$ cat src/rtl/abm_pkg.sv
// Package: shared field positions and types for the analog pin control cell.
// Assumes: the serial stage is seven bits, bit 0 nearest scan_out.
package abm_pkg;
    localparam int CHAIN_LEN = 7;
    localparam int SENSE_BIT = 0;
    localparam int DISC_BIT  = 1;
    localparam int DREN_BIT  = 2;
    localparam int LVL_LSB   = 3;
    localparam int LVL_W     = 2;
    localparam int STIM_BIT  = 5;
    localparam int MON_BIT   = 6;
    localparam int CTRL_W    = CHAIN_LEN - 1;

    typedef enum logic [LVL_W-1:0] {
        LVL_LOW  = 2'd0,
        LVL_HIGH = 2'd1,
        LVL_REF  = 2'd2,
        LVL_NONE = 2'd3
    } drive_lvl_e;

    typedef struct packed {
        logic core;
        logic vh;
        logic vl;
        logic vref;
        logic stim;
        logic mon;
    } sw_en_t;
endpackage

$ cat src/rtl/abm_shift_stage.sv
// Module: serial scan stage. It captures the comparator bit and the held word,
// and it shifts toward bit 0. Assumes: capture has priority over shift.
module abm_shift_stage #(
    parameter int LEN = abm_pkg::CHAIN_LEN
) (
    input  logic           tck,
    input  logic           rst_n,
    input  logic           capture_en,
    input  logic           shift_en,
    input  logic           scan_in,
    input  logic           sense_bit,
    input  logic [LEN-1:1] held_bits,
    output logic           scan_out,
    output logic [LEN-1:1] par_out
);
    logic [LEN-1:0] sr_q;
    logic [LEN-1:0] cap_vec;
    logic [LEN-1:0] shf_vec;

    assign cap_vec = {held_bits, sense_bit};

    genvar gi;
    generate
        for (gi = 0; gi < LEN; gi++) begin : g_bit
            if (gi == LEN - 1) begin : g_top
                assign shf_vec[gi] = scan_in;
            end else begin : g_mid
                assign shf_vec[gi] = sr_q[gi+1];
            end
            // Per-bit register: reset, capture, shift or hold.
            always_ff @(posedge tck) begin
                if (!rst_n)          sr_q[gi] <= 1'b0;
                else if (capture_en) sr_q[gi] <= cap_vec[gi];
                else if (shift_en)   sr_q[gi] <= shf_vec[gi];
            end
        end
    endgenerate

    assign scan_out = sr_q[0];
    assign par_out  = sr_q[LEN-1:1];
endmodule

$ cat src/rtl/abm_update_stage.sv
// Module: parallel hold stage, loaded only on the update strobe.
// Assumes: reset leaves every control bit at 0 (the core-connected, undriven state).
module abm_update_stage #(
    parameter int W = abm_pkg::CTRL_W
) (
    input  logic         tck,
    input  logic         rst_n,
    input  logic         load_en,
    input  logic [W-1:0] d,
    output logic [W-1:0] q
);
    // Holding register for the control word.
    always_ff @(posedge tck) begin
        if (!rst_n)       q <= '0;
        else if (load_en) q <= d;
    end
endmodule

$ cat src/rtl/abm_switch_decode.sv
// Module: turns the held control bits and the instruction gate into switch enables.
// Assumes: ctrl bit k holds stage bit k+1 (disconnect is ctrl[0]).
module abm_switch_decode
    import abm_pkg::*;
(
    input  logic              test_instr,
    input  logic [CTRL_W-1:0] ctrl,
    output sw_en_t            sw
);
    logic       disc;
    logic       drive_ok;
    drive_lvl_e lvl;

    assign disc     = ctrl[DISC_BIT-1];
    assign drive_ok = test_instr & disc & ctrl[DREN_BIT-1];
    assign lvl      = drive_lvl_e'(ctrl[LVL_LSB-1 +: LVL_W]);

    // Switch decode: core joined unless a test instruction disconnects it.
    always_comb begin
        sw      = '0;
        sw.core = ~(test_instr & disc);
        if (drive_ok) begin
            unique case (lvl)
                LVL_LOW:  sw.vl   = 1'b1;
                LVL_HIGH: sw.vh   = 1'b1;
                LVL_REF:  sw.vref = 1'b1;
                default:  ;
            endcase
        end
        sw.stim = test_instr & ctrl[STIM_BIT-1];
        sw.mon  = test_instr & ctrl[MON_BIT-1];
    end
endmodule

$ cat src/rtl/abm_control_cell.sv
// Module: top of the analog pin control cell: serial stage, hold stage, decode.
// Assumes: the state strobes come from an external TAP controller on tck.
module abm_control_cell
    import abm_pkg::*;
(
    input  logic tck,
    input  logic rst_n,
    input  logic test_instr,
    input  logic capture_dr,
    input  logic shift_dr,
    input  logic update_dr,
    input  logic scan_in,
    input  logic comp_out,
    output logic scan_out,
    output logic sw_core,
    output logic sw_vh,
    output logic sw_vl,
    output logic sw_vref,
    output logic sw_bus_stim,
    output logic sw_bus_mon
);
    logic [CHAIN_LEN-1:1] stage_bits;
    logic [CTRL_W-1:0]    held;
    sw_en_t               sw;

    abm_shift_stage #(.LEN(CHAIN_LEN)) i_shift (
        .tck       (tck),
        .rst_n     (rst_n),
        .capture_en(capture_dr),
        .shift_en  (shift_dr),
        .scan_in   (scan_in),
        .sense_bit (comp_out),
        .held_bits (held),
        .scan_out  (scan_out),
        .par_out   (stage_bits)
    );

    abm_update_stage #(.W(CTRL_W)) i_hold (
        .tck    (tck),
        .rst_n  (rst_n),
        .load_en(update_dr),
        .d      (stage_bits),
        .q      (held)
    );

    abm_switch_decode i_dec (
        .test_instr(test_instr),
        .ctrl      (held),
        .sw        (sw)
    );

    assign sw_core     = sw.core;
    assign sw_vh       = sw.vh;
    assign sw_vl       = sw.vl;
    assign sw_vref     = sw.vref;
    assign sw_bus_stim = sw.stim;
    assign sw_bus_mon  = sw.mon;
endmodule

$ cat config.mk
export PLATFORM = sky130hd
export DESIGN_NAME = abm_control_cell
export DESIGN_NICKNAME = d
export VERILOG_FILES = /design/src/rtl/abm_pkg.sv /design/src/rtl/abm_shift_stage.sv /design/src/rtl/abm_update_stage.sv /design/src/rtl/abm_switch_decode.sv /design/src/rtl/abm_control_cell.sv
export SDC_FILE = /design/constraint.sdc
export NUM_CORES = 1
export LEC_CHECK = 0
export ABC_AREA = 1
export BUFFER_PORTS_ARGS = -buffer_cell sky130_fd_sc_hd__clkbuf_2
export CORE_AREA = 2 2 39 41
export DETAILED_ROUTE_END_ITERATION = 8
export DIE_AREA = 0 0 41 43
export GPL_ROUTABILITY_DRIVEN = 0
export PLACE_DENSITY = 0.68
export SYNTH_ARGS = -nofsm -noshare
export SYNTH_HDL_FRONTEND = slang
export SYNTH_SLANG_ARGS = --single-unit
$ cat constraint.sdc
create_clock -name tck -period 0.9 [get_ports tck]
set_clock_uncertainty 0.1 [all_clocks]
set_input_delay 0.09 -clock tck [delete_from_list [all_inputs] [get_ports tck]]
set_output_delay 0.09 -clock tck [all_outputs]
set_load 0.05 [all_outputs]
==> results by group, run 1 <==
Run status
  • Status: complete, but fails checks
  • Failing checks: setup timing

Critical path
  • Crit path cell chain: inv_4, nor3_4, buf_8
  • Top delay family on crit path: flip-flops
  • FF-to-FF Start: i_hold.q[3]
  • Max FO, Critical Path: 4
  • Buf/Inv on CP: 2
  • CP endpoint kind: primary output
  • Crit. Startpoint: i_hold.q[2]
  • Crit-path max cell delay: 0.40 ns
  • Worst Path Required: 0.71 ns
  • CP max stage cell: dfxtp_4
  • Crit path kind: flop to primary output
  • WP data arrival: 1.09 ns
  • Critical path launch point type: flop

Clock network
  • Htree depth: 1
  • Clk sink count: 13
  • Worst-Skew Late Latency: 0.27 ns
  • Clk slew on worst S/H paths: 0.08 ns
  • CTS Buffer Depth: 2
  • CTS tree: done
  • Num CTS Buffers: 3
  • Root Buffer: clkbuf_4

Die
  • Initial core utilization: 42.7%
  • Die W: 41 µm
  • Die height: 43 µm
  • Ports: 15
  • Core footprint: 1380 µm²
  • Row count: 14
  • DIE AREA: 1760 µm²

Hold path
  • Hold wc startpoint: comp_out
  • Hold crit path type: primary input to flop

Finish
  • Layout overhead on the synthesized area: 68.6%
  • Multi-input logic area: 364 µm²
  • Number of fill cells: 107
  • Final Net Count: 125
  • Ant diodes: 0
  • Share of layout cells above drive strength 1: 52.6%
  • Seq. cell area: 274 µm²

Power and ir drop
  • Pwr dens: 1320 nW/µm²
  • Total power: 0.00132 W
  • Peak supply drop: 0.883 mV
  • LEAKAGE: 0.444 nW

Synthesis
  • Synth area leader: dfxtp_1
  • Top post-synthesis cells by area: dfxtp_1 44%, nand2_1 11%, nor2_1 8.9%
  • Post-synthesis sequential area ratio: 44.1%
  • Syn nets: 96
  • Syn. warnings: 0
  • Top cell type's share of synthesized area: 44.1%
  • Syn Area/Cell: 6.71 µm²
  • Synthesized area: 591 µm²
  • FF+latch count, synth: 13
  • Synth unique cells: 14
  • Post-synthesis cell count: 88

Drt
  • Via density: 4.74
  • # DRC: 0
  • Antenna-violating nets left: 0
  • DR iter-0 viols: 14
  • Post-Route WL: 1.45 mm
  • Drt wl/cell: 11.0 µm
  • Vias: 626
  • Drt first pass iters: 4

Timing
  • Headroom to the max-slew limit: 77.7%
  • Fin. Hold Viols: 0
  • FMAX: 780 MHz
  • Tmin final: 1.28 ns
  • Crit share post-route: 142%
  • Worst hold slack: 0.0330 ns
  • Final Slew Violations: 0
  • Unrepaired setup endpoints after global routing: true
  • Final worst slack: -0.381 ns
  • Setup-failing EPs final: 12
  • Worst-margin pin slew: 0.334 ns

Placement
  • Port buffer count: 14
  • Final HPWL DP: 1.01 mm

GRT
  • GRT overflow: 0
  • Gr usage total: 20.2%
  • Largest net degree at the start of global routing: 13
  • Vias in the first global route: 593
  • Initial antenna violation count: 0
  • First-pass GRT wire length: 2.42 mm

Job
  • MaxCap Viol Count: 0
[final cells by class]
class                           count  share of cell area, %
Clock buffer                        4                   2.64
Tap cell                           16                   2.01
Timing Repair Buffer               26                   25.5
Multi-Input combinational cell     59                   36.6
Inverter                           14                   5.78
Sequential cell                    13                   27.5
[logic make-up (layout without fill, tap and decap cells)]
kind of cell           Yosys count  count (layout)  share of synthesized area, %
and+or+nand+nor                 45              45                          32.0
buffers and inverters           16              44                          12.1
AOI/OAI and AO/OA               14              14                          11.9
DFF                             13              13                          44.1
[worst min-delay path, cell delays in order]
cell	delay [ns]
clkbuf_2	0.08
nand2_1	0.05
nand3_1	0.07
nand2_1	0.05
inv_1	0.04
[registers in the layout (all words and copies together) (netlist names)]
name / cells
i_hold.q: 6
i_shift.par_out: 6
i_shift.scan_out: 1
[layer usage]
metal  vias up  part of all wire (%)  track usage [%]
met1       268                    45             26.7
met5         -                     0                0
met2        16                    50             30.3
li1        340                     -                -
met3         2                   4.1             3.66
met4         0                   1.0             10.0
[synth_stat cells]
cell and instances:
a21oi_1 8, nand3_1 3, dfxtp_1 13, inv_1 11
buf_6 1, o21ai_0 6, nand2_2 1, buf_2 1
nor2_1 14, nand2_1 17, inv_2 2, inv_4 1
nor2_2 1, nor3_1 9
[per-stage QoR]
stage	cell area (µm²)	setup TNS, ns	std cells	worst slack (ns)	utilization (%)
detailed placement	777	-0.882	124	-0.223	56.1
global placement	777	-0.775	124	-0.194	56.1
CTS	921	-1.98	131	-0.390	66.5
finish	996	-1.94	132	-0.381	72.0
global route	996	-2.61	132	-0.440	72.0
floorplan	643	-0.613	88	-0.233	-
[path summary, 6_finish.rpt]
| path | end | slack, ns | cells past startpoint |
|---|---|---|---|
| max | sw_vh | -0.38 | 3 |
| min | i_shift.scan_out | 0.03 | 5 |
| max reg2reg | i_shift.par_out[4] | -0.09 | 5 |
| min reg2reg | i_hold.q[1] | 0.38 | 2 |
[timing repair]
| action | CTS | global route |
|---|---|---|
| setup buffers | 3 | 1 |
| hold buffers | 1 | 0 |
| pin swaps | 6 | 8 |
| resized for setup | 25 | 28 |
| setup endpoints to repair | 10 | 16 |
| endpoints found under the hold margin | 1 | 0 |
[cells in the final DEF, fill, tap and decap left out, types with 3 or more instances in the layout]
cell / Yosys / routed
nor2_1: 14 / 8
dfxtp_1: 13 / 6
nor2_2: 1 / 4
o21ai_0: 6 / 3
buf_8: 0 / 6
inv_2: 2 / 5
a21oi_1: 8 / 6
nand2_2: 1 / 3
clkbuf_2: 0 / 7
nand2_1: 17 / 14
nor3_1: 9 / 5
inv_1: 11 / 7
nor2_4: 0 / 3
dfxtp_2: 0 / 5
buf_6: 1 / 3
clkbuf_4: 0 / 3
buf_4: 0 / 8
nor3_4: 0 / 3
[power by group]
group / switching (W) / internal (W)
clock: 0.000183 / 0.000171
combinational: 0.000172 / 0.000138
sequential: 0.0000371 / 0.000617
(Power assumes the default switching activity.)
==> run 2, diff against run 1 <==
Settings changed: ABC_AREA 1 to 0, PLACE_DENSITY 0.68 to 0.72.
==> run 2 against run 1 <==
The run still ends with setup timing left. Sequential share of layout area is 0.70 points lower. Non-clock buffer count is 1 higher. First-iteration DRC count is 14% lower. Combinational power is 20% lower. Final cell count is 24% lower. Sequential power is 4.0% lower. Global-route usage is 0.12 points lower. Utilization is 4.2 points higher. Largest cell class unchanged.
==> results by group, run 2 <==
GRT
  • Initial antenna violation count: 0
  • GRT overflow: 0
  • Vias in the first global route: 549
  • First-pass GRT wire length: 2.31 mm
  • Gr usage total: 20.1%
  • Largest net degree at the start of global routing: 15

Drt
  • DR iter-0 viols: 12
  • Vias: 520
  • # DRC: 0
  • Via density: 5.20
  • Post-Route WL: 1.47 mm
  • Drt wl/cell: 14.7 µm
  • Drt first pass iters: 4
  • Antenna-violating nets left: 0

Die
  • Die height: 43 µm
  • Die W: 41 µm
  • Core footprint: 1380 µm²
  • Initial core utilization: 46.5%
  • Row count: 14
  • Ports: 15
  • DIE AREA: 1760 µm²

Finish
  • Commonest cells after routing, fill and taps aside: 9 x dfxtp_2, 8 x buf_4, 7 x mux2_4, 7 x o211a_1, 7 x clkbuf_2
  • Seq. cell area: 283 µm²
  • Share of layout cells above drive strength 1: 70.2%
  • Ant diodes: 0
  • Final Net Count: 93
  • Number of fill cells: 90
  • Layout overhead on the synthesized area: 64.0%
  • Most common cell after layout, fill and taps aside: dfxtp_2
  • Multi-input logic area: 439 µm²

Synthesis
  • FF+latch count, synth: 13
  • Synthesized area: 643 µm²
  • Synth area leader: dfxtp_1
  • Most frequent cell after synthesis: dfxtp_1
  • Syn nets: 65
  • Post-synthesis sequential area ratio: 40.5%
  • Top FF cell, synth: dfxtp_1
  • Synth cell count leaders: 13 x dfxtp_1, 7 x mux2_4, 7 x nand2b_1, 7 x o211a_1
  • Syn Area/Cell: 11.3 µm²
  • Synth unique cells: 14
  • Post-synthesis cell count: 57
  • Number of synthesized flops with an enable pin: 0
  • Async SR Flop Fraction: 0%
  • Syn. warnings: 0
  • Top post-synthesis cells by area: dfxtp_1 40%, mux2_4 16%, o211a_1 11%
  • Top cell type's share of synthesized area: 40.5%

Critical path
  • WP depth: 3
  • Crit path cell chain: nand3_4, nor3b_4, buf_8
  • CP max stage cell: dfxtp_2
  • Cells on worst reg2reg path: 5
  • Crit path kind: flop to primary output
  • Worst Path Required: 0.71 ns
  • CP endpoint kind: primary output
  • WP data arrival: 1.12 ns
  • Crit-path max cell delay: 0.35 ns
  • Critical path launch point type: flop
  • Max FO, Critical Path: 3
  • Top delay family on crit path: flip-flops
  • Buf/Inv on CP: 1

Timing
  • Fin. Hold Viols: 0
  • Headroom to the max-slew limit: 74.9%
  • Final worst slack: -0.407 ns
  • Final Slew Violations: 0
  • Setup-failing EPs final: 17
  • Unrepaired setup endpoints after global routing: true
  • Crit share post-route: 145%
  • FMAX: 765 MHz
  • Worst-margin pin slew: 0.376 ns
  • Tmin final: 1.31 ns

Clock network
  • CTS Hold Bufs: 0
  • Htree depth: 1
  • CTS Buffer Depth: 2
  • Clk slew on worst S/H paths: 0.08 ns
  • CTS tree: done
  • Worst-Skew Late Latency: 0.27 ns
  • Root Buffer: clkbuf_4
  • Clk sink count: 13
  • Num CTS Buffers: 3

Hold path
  • Hold crit path type: primary input to flop
  • Worst hold stages: 3

Run status
  • Status: complete, but fails checks
  • Failing checks: setup timing

Placement
  • Pre-CTS setup slack: -0.229 ns
  • Port buffer count: 14

Power and ir drop
  • Pwr dens: 1160 nW/µm²
  • Peak supply drop: 1.10 mV
  • Total power: 0.00122 W
  • LEAKAGE: 0.521 nW

Job
  • MaxCap Viol Count: 0
## run 2: cell types whose count changed after synthesis, sizes merged, moves of 8 or more
cell	previous run	this run
nand2	18	1
nor2	15	0
inv	14	0
a21oi	8	0
nor3	9	1
## run 2: path summary, 6_finish.rpt
kind	start	end	slack, ns
setup / recovery	i_hold.q[0]	sw_vh	-0.41
hold / removal	comp_out	i_shift.scan_out	0.06
setup reg to reg	i_hold.q[0]	i_shift.par_out[1]	-0.25
hold reg to reg	i_shift.par_out[4]	i_hold.q[3]	0.44
## run 2: what timing repair did
action	in CTS	in global routing
setup endpoints to repair	14	19
endpoints found under the hold margin	0	0
pin swaps	2	0
setup buffers	4	4
gates resized for setup	27	16
## run 2: area by class of cell
class | count | share of cell area, %
Timing Repair Buffer | 27 | 27.2
Tap cell | 16 | 1.90
Clock buffer | 4 | 2.49
Multi-Input combinational cell | 40 | 41.6
Sequential cell | 13 | 26.8
## run 2: cells by family (layout without fill, tap and decap cells)
family	count (synthesis)	count (layout)	share of synthesized area [%]
muxes	13	13	25.7
and+or+nand+nor	20	20	19.1
AOI/OAI and AO/OA	7	7	10.9
buffers and inverters	4	31	3.89
DFF	13	13	40.5
## run 2: power breakdown
group | switching, W | total, W | leakage (nW) | internal [W]
clock network | 0.000176 | 0.000348 | 0.0150 | 0.000171
registers | 0.0000267 | 0.000628 | 0.112 | 0.000602
logic | 0.000101 | 0.000248 | 0.394 | 0.000147
total | 0.000304 | 0.00122 | 0.521 | 0.000920
## run 2: worst min-delay path, cell delays in order
cell,delay (ns)
clkbuf_2,0.07
nand2b_1,0.09
o211a_1,0.15
## run 2: per-stage QoR
step	std cells	utilization [%]	TNS (ns)	cell area [µm²]	hold slack [ns]
finish	100	76.2	-3.11	1050	0.0604
global route	100	76.2	-3.68	1050	0.0689
CTS	98	71.7	-2.76	992	0.0404
detailed placement	90	59.1	-1.90	818	0.320
floorplan	57	-	-1.14	701	0.118
global placement	90	59.1	-1.74	818	0.306
## run 2: metal layers
layer  track usage (%)  wire (µm)  vias to the layer above
met1              20.1        602                      249
li1                  -          -                      255
met4              12.0         15                        0
met2              35.6        824                       14
met3              3.14         29                        2
met5                 0          0                        -
==> run 3, diff against run 2 <==
Settings changed: CORE_AREA 2 2 39 41 to 2 2 40 42, DIE_AREA 0 0 41 43 to 0 0 42 44, PLACE_DENSITY 0.72 to 0.7, SYNTH_HIERARCHICAL set to 1.
==> run 3 against run 2 <==
The run still ends with setup timing left. Area after synthesis up 3.1%. Critical endpoint unchanged. Clock power up 3%. Combinational power down 10%. Die area up 4.8%. Clock-buffer cell count down 1. Critical path depth unchanged. Design area down 3.9%. Worst setup slack worse by 0.023 ns. Register-to-register slack about the same. Utilization down 4.8 points. Fmax down 1.7%.
==> results by group, run 3 <==
Run status
  • Status: complete, but fails checks
  • Failing checks: setup timing

Drt
  • DR iter-0 viols: 0
  • Antenna-violating nets left: 0
  • Post-Route WL: 1.26 mm
  • Vias: 483
  • Via density: 5.03
  • Drt first pass iters: 1
  • # DRC: 0
  • Drt wl/cell: 13.1 µm

Finish
  • Final core occ: 71.4%
  • Layout overhead on the synthesized area: 52.8%
  • Number of fill cells: 94
  • Most common cell after layout, fill and taps aside: dfxtp_2
  • Ant diodes: 0
  • Final Net Count: 89
  • Share of layout cells above drive strength 1: 67.5%
  • Multi-input logic area: 424 µm²
  • Final instance area: 1010 µm²
  • Finished Layout Cells: 96
  • Commonest cells after routing, fill and taps aside: 9 x dfxtp_2, 7 x mux2_4, 7 x o211a_1, 7 x clkbuf_2
  • Seq. cell area: 283 µm²

Timing
  • Headroom to the max-slew limit: 79.2%
  • Worst-margin pin slew: 0.311 ns
  • Crit share post-route: 148%
  • Fin. Hold Viols: 0
  • Unrepaired setup endpoints after global routing: true
  • Setup TNS: -3.01 ns
  • Final Slew Violations: 0
  • Setup-failing EPs final: 15
  • FMAX: 752 MHz
  • Final worst slack: -0.430 ns
  • Tmin final: 1.33 ns

Critical path
  • R2r setup slk: -0.25 ns
  • Worst Path Required: 0.71 ns
  • CP endpoint kind: primary output
  • Reg2reg end: i_shift/par_out[1]
  • FF-to-FF Start: i_hold/q[0]
  • Cells on worst reg2reg path: 5
  • Max FO, Critical Path: 3
  • Crit path kind: flop to primary output
  • WP data arrival: 1.14 ns
  • Critical path launch point type: flop

Clock network
  • Clk slew on worst S/H paths: 0.09 ns
  • Htree depth: 1
  • Clk sink count: 13
  • CTS Buffer Depth: 2
  • CTS Hold Bufs: 0
  • Num CTS Buffers: 3
  • Root Buffer: clkbuf_4
  • CTS tree: done
  • Worst-Skew Late Latency: 0.27 ns

Synthesis
  • Post-synthesis sequential area ratio: 39.2%
  • Top FF cell, synth: dfxtp_1
  • Async SR Flop Fraction: 0%
  • Most frequent cell after synthesis: dfxtp_1
  • Synthesized area: 663 µm²
  • Top cell type's share of synthesized area: 39.2%
  • Synth unique cells: 13
  • Syn Area/Cell: 11.8 µm²
  • Synth cell count leaders: 13 x dfxtp_1, 7 x mux2_4, 7 x nand2b_1, 7 x o211a_1
  • FF+latch count, synth: 13
  • Post-synthesis cell count: 56
  • Syn. warnings: 6
  • Syn nets: 64
  • Synth area leader: dfxtp_1
  • Top post-synthesis cells by area: dfxtp_1 39%, mux2_4 16%, o211a_1 11%
  • Number of synthesized flops with an enable pin: 0

Die
  • DIE AREA: 1850 µm²
  • Die height: 44 µm
  • Initial core utilization: 46.7%
  • Core footprint: 1420 µm²
  • Ports: 15
  • Die W: 42 µm
  • Row count: 14

Power and ir drop
  • Pwr dens: 1190 nW/µm²
  • LEAKAGE: 0.504 nW
  • Peak supply drop: 0.918 mV
  • Total power: 0.00121 W

GRT
  • Initial antenna violation count: 0
  • GRT overflow: 0
  • First-pass GRT wire length: 2.23 mm
  • Met1 usage: 20.5%
  • Met2 GRT Util: 26.9%
  • GRT met3 Usage: 2.92%
  • Gr usage total: 16.0%
  • Vias in the first global route: 510
  • Most Crowded Layer GR: met2
  • Largest net degree at the start of global routing: 15

Placement
  • Area post-placement: 811 µm²
  • Final HPWL DP: 858 µm
  • Placed Cells: 89
  • Port buffer count: 14

Job
  • MaxCap Viol Count: 0

Hold path
  • Worst hold stages: 3
  • Worst hold path endpoint: i_shift/scan_out
  • Hold crit path type: primary input to flop
  • Hold wc startpoint: comp_out
==> run 3: cells by family (layout without fill, tap and decap cells) <==
group           count (synthesis)  in the layout  synth area share [%]
mux                            13             13                  24.9
simple gates                   20             20                  21.1
buf+inv                         3             27                  4.15
compound gates                  7              7                  10.6
flops                          13             13                  39.2
==> run 3: layout make-up <==
class | count | share of cell area, %
timing repair buffer | 23 | 25.6
clock inverter | 1 | 0.494
multi-input combinational | 40 | 41.9
tap | 16 | 1.98
sequential | 13 | 27.9
clock buffer | 3 | 2.22
==> run 3: critical path, cell delays in order, from the launching register on <==
cell	delay (ns)
dfxtp_2	0.36
nand3_4	0.11
nor3b_4	0.22
buf_8	0.17
==> run 3: worst max path at each step <==
stage,startpoint,to,slack [ns],depth (start not counted)
CTS,i_hold/q[1],sw_vh,-0.44,3
floorplan,i_hold/q[0],sw_vh,-0.25,2
global route,i_hold/q[1],sw_vh,-0.51,3
finish,i_hold/q[1],sw_vh,-0.43,3
detailed placement,i_hold/q[0],sw_vh,-0.22,3
global placement,i_hold/q[0],sw_vh,-0.19,3
==> run 3: per-stage QoR <==
stage / setup WS, ns / hold WS, ns
after global routing: -0.506 / 0.0755
after CTS: -0.440 / 0.0395
final: -0.430 / 0.0394
after detailed placement: -0.217 / 0.314
after global placement: -0.192 / 0.315
after floorplan: -0.247 / 0.113
==> run 3: power breakdown <==
part / internal [W] / switching [W] / total (W)
sequential: 0.000602 / 0.0000258 / 0.000628
combinational: 0.000131 / 0.0000915 / 0.000223
clock: 0.000164 / 0.000193 / 0.000357
total: 0.000897 / 0.000310 / 0.00121
==> run 3: repair_timing <==
item                                    in CTS  in global routing
buffers inserted                             3                  0
resized for setup                           30                  8
endpoints found under the setup margin      14                 18
endpoints found under the hold margin        0                  0
pin swaps                                    3                  0
==> run 3: layer usage <==
metal  up-vias  wire length [µm]  share of wire [%]
met5         -                 0                  0
met4         0                 8               0.63
met3         2                50                4.0
met2        10               618                 49
met1       225               583                 46
li1        246                 -                  -
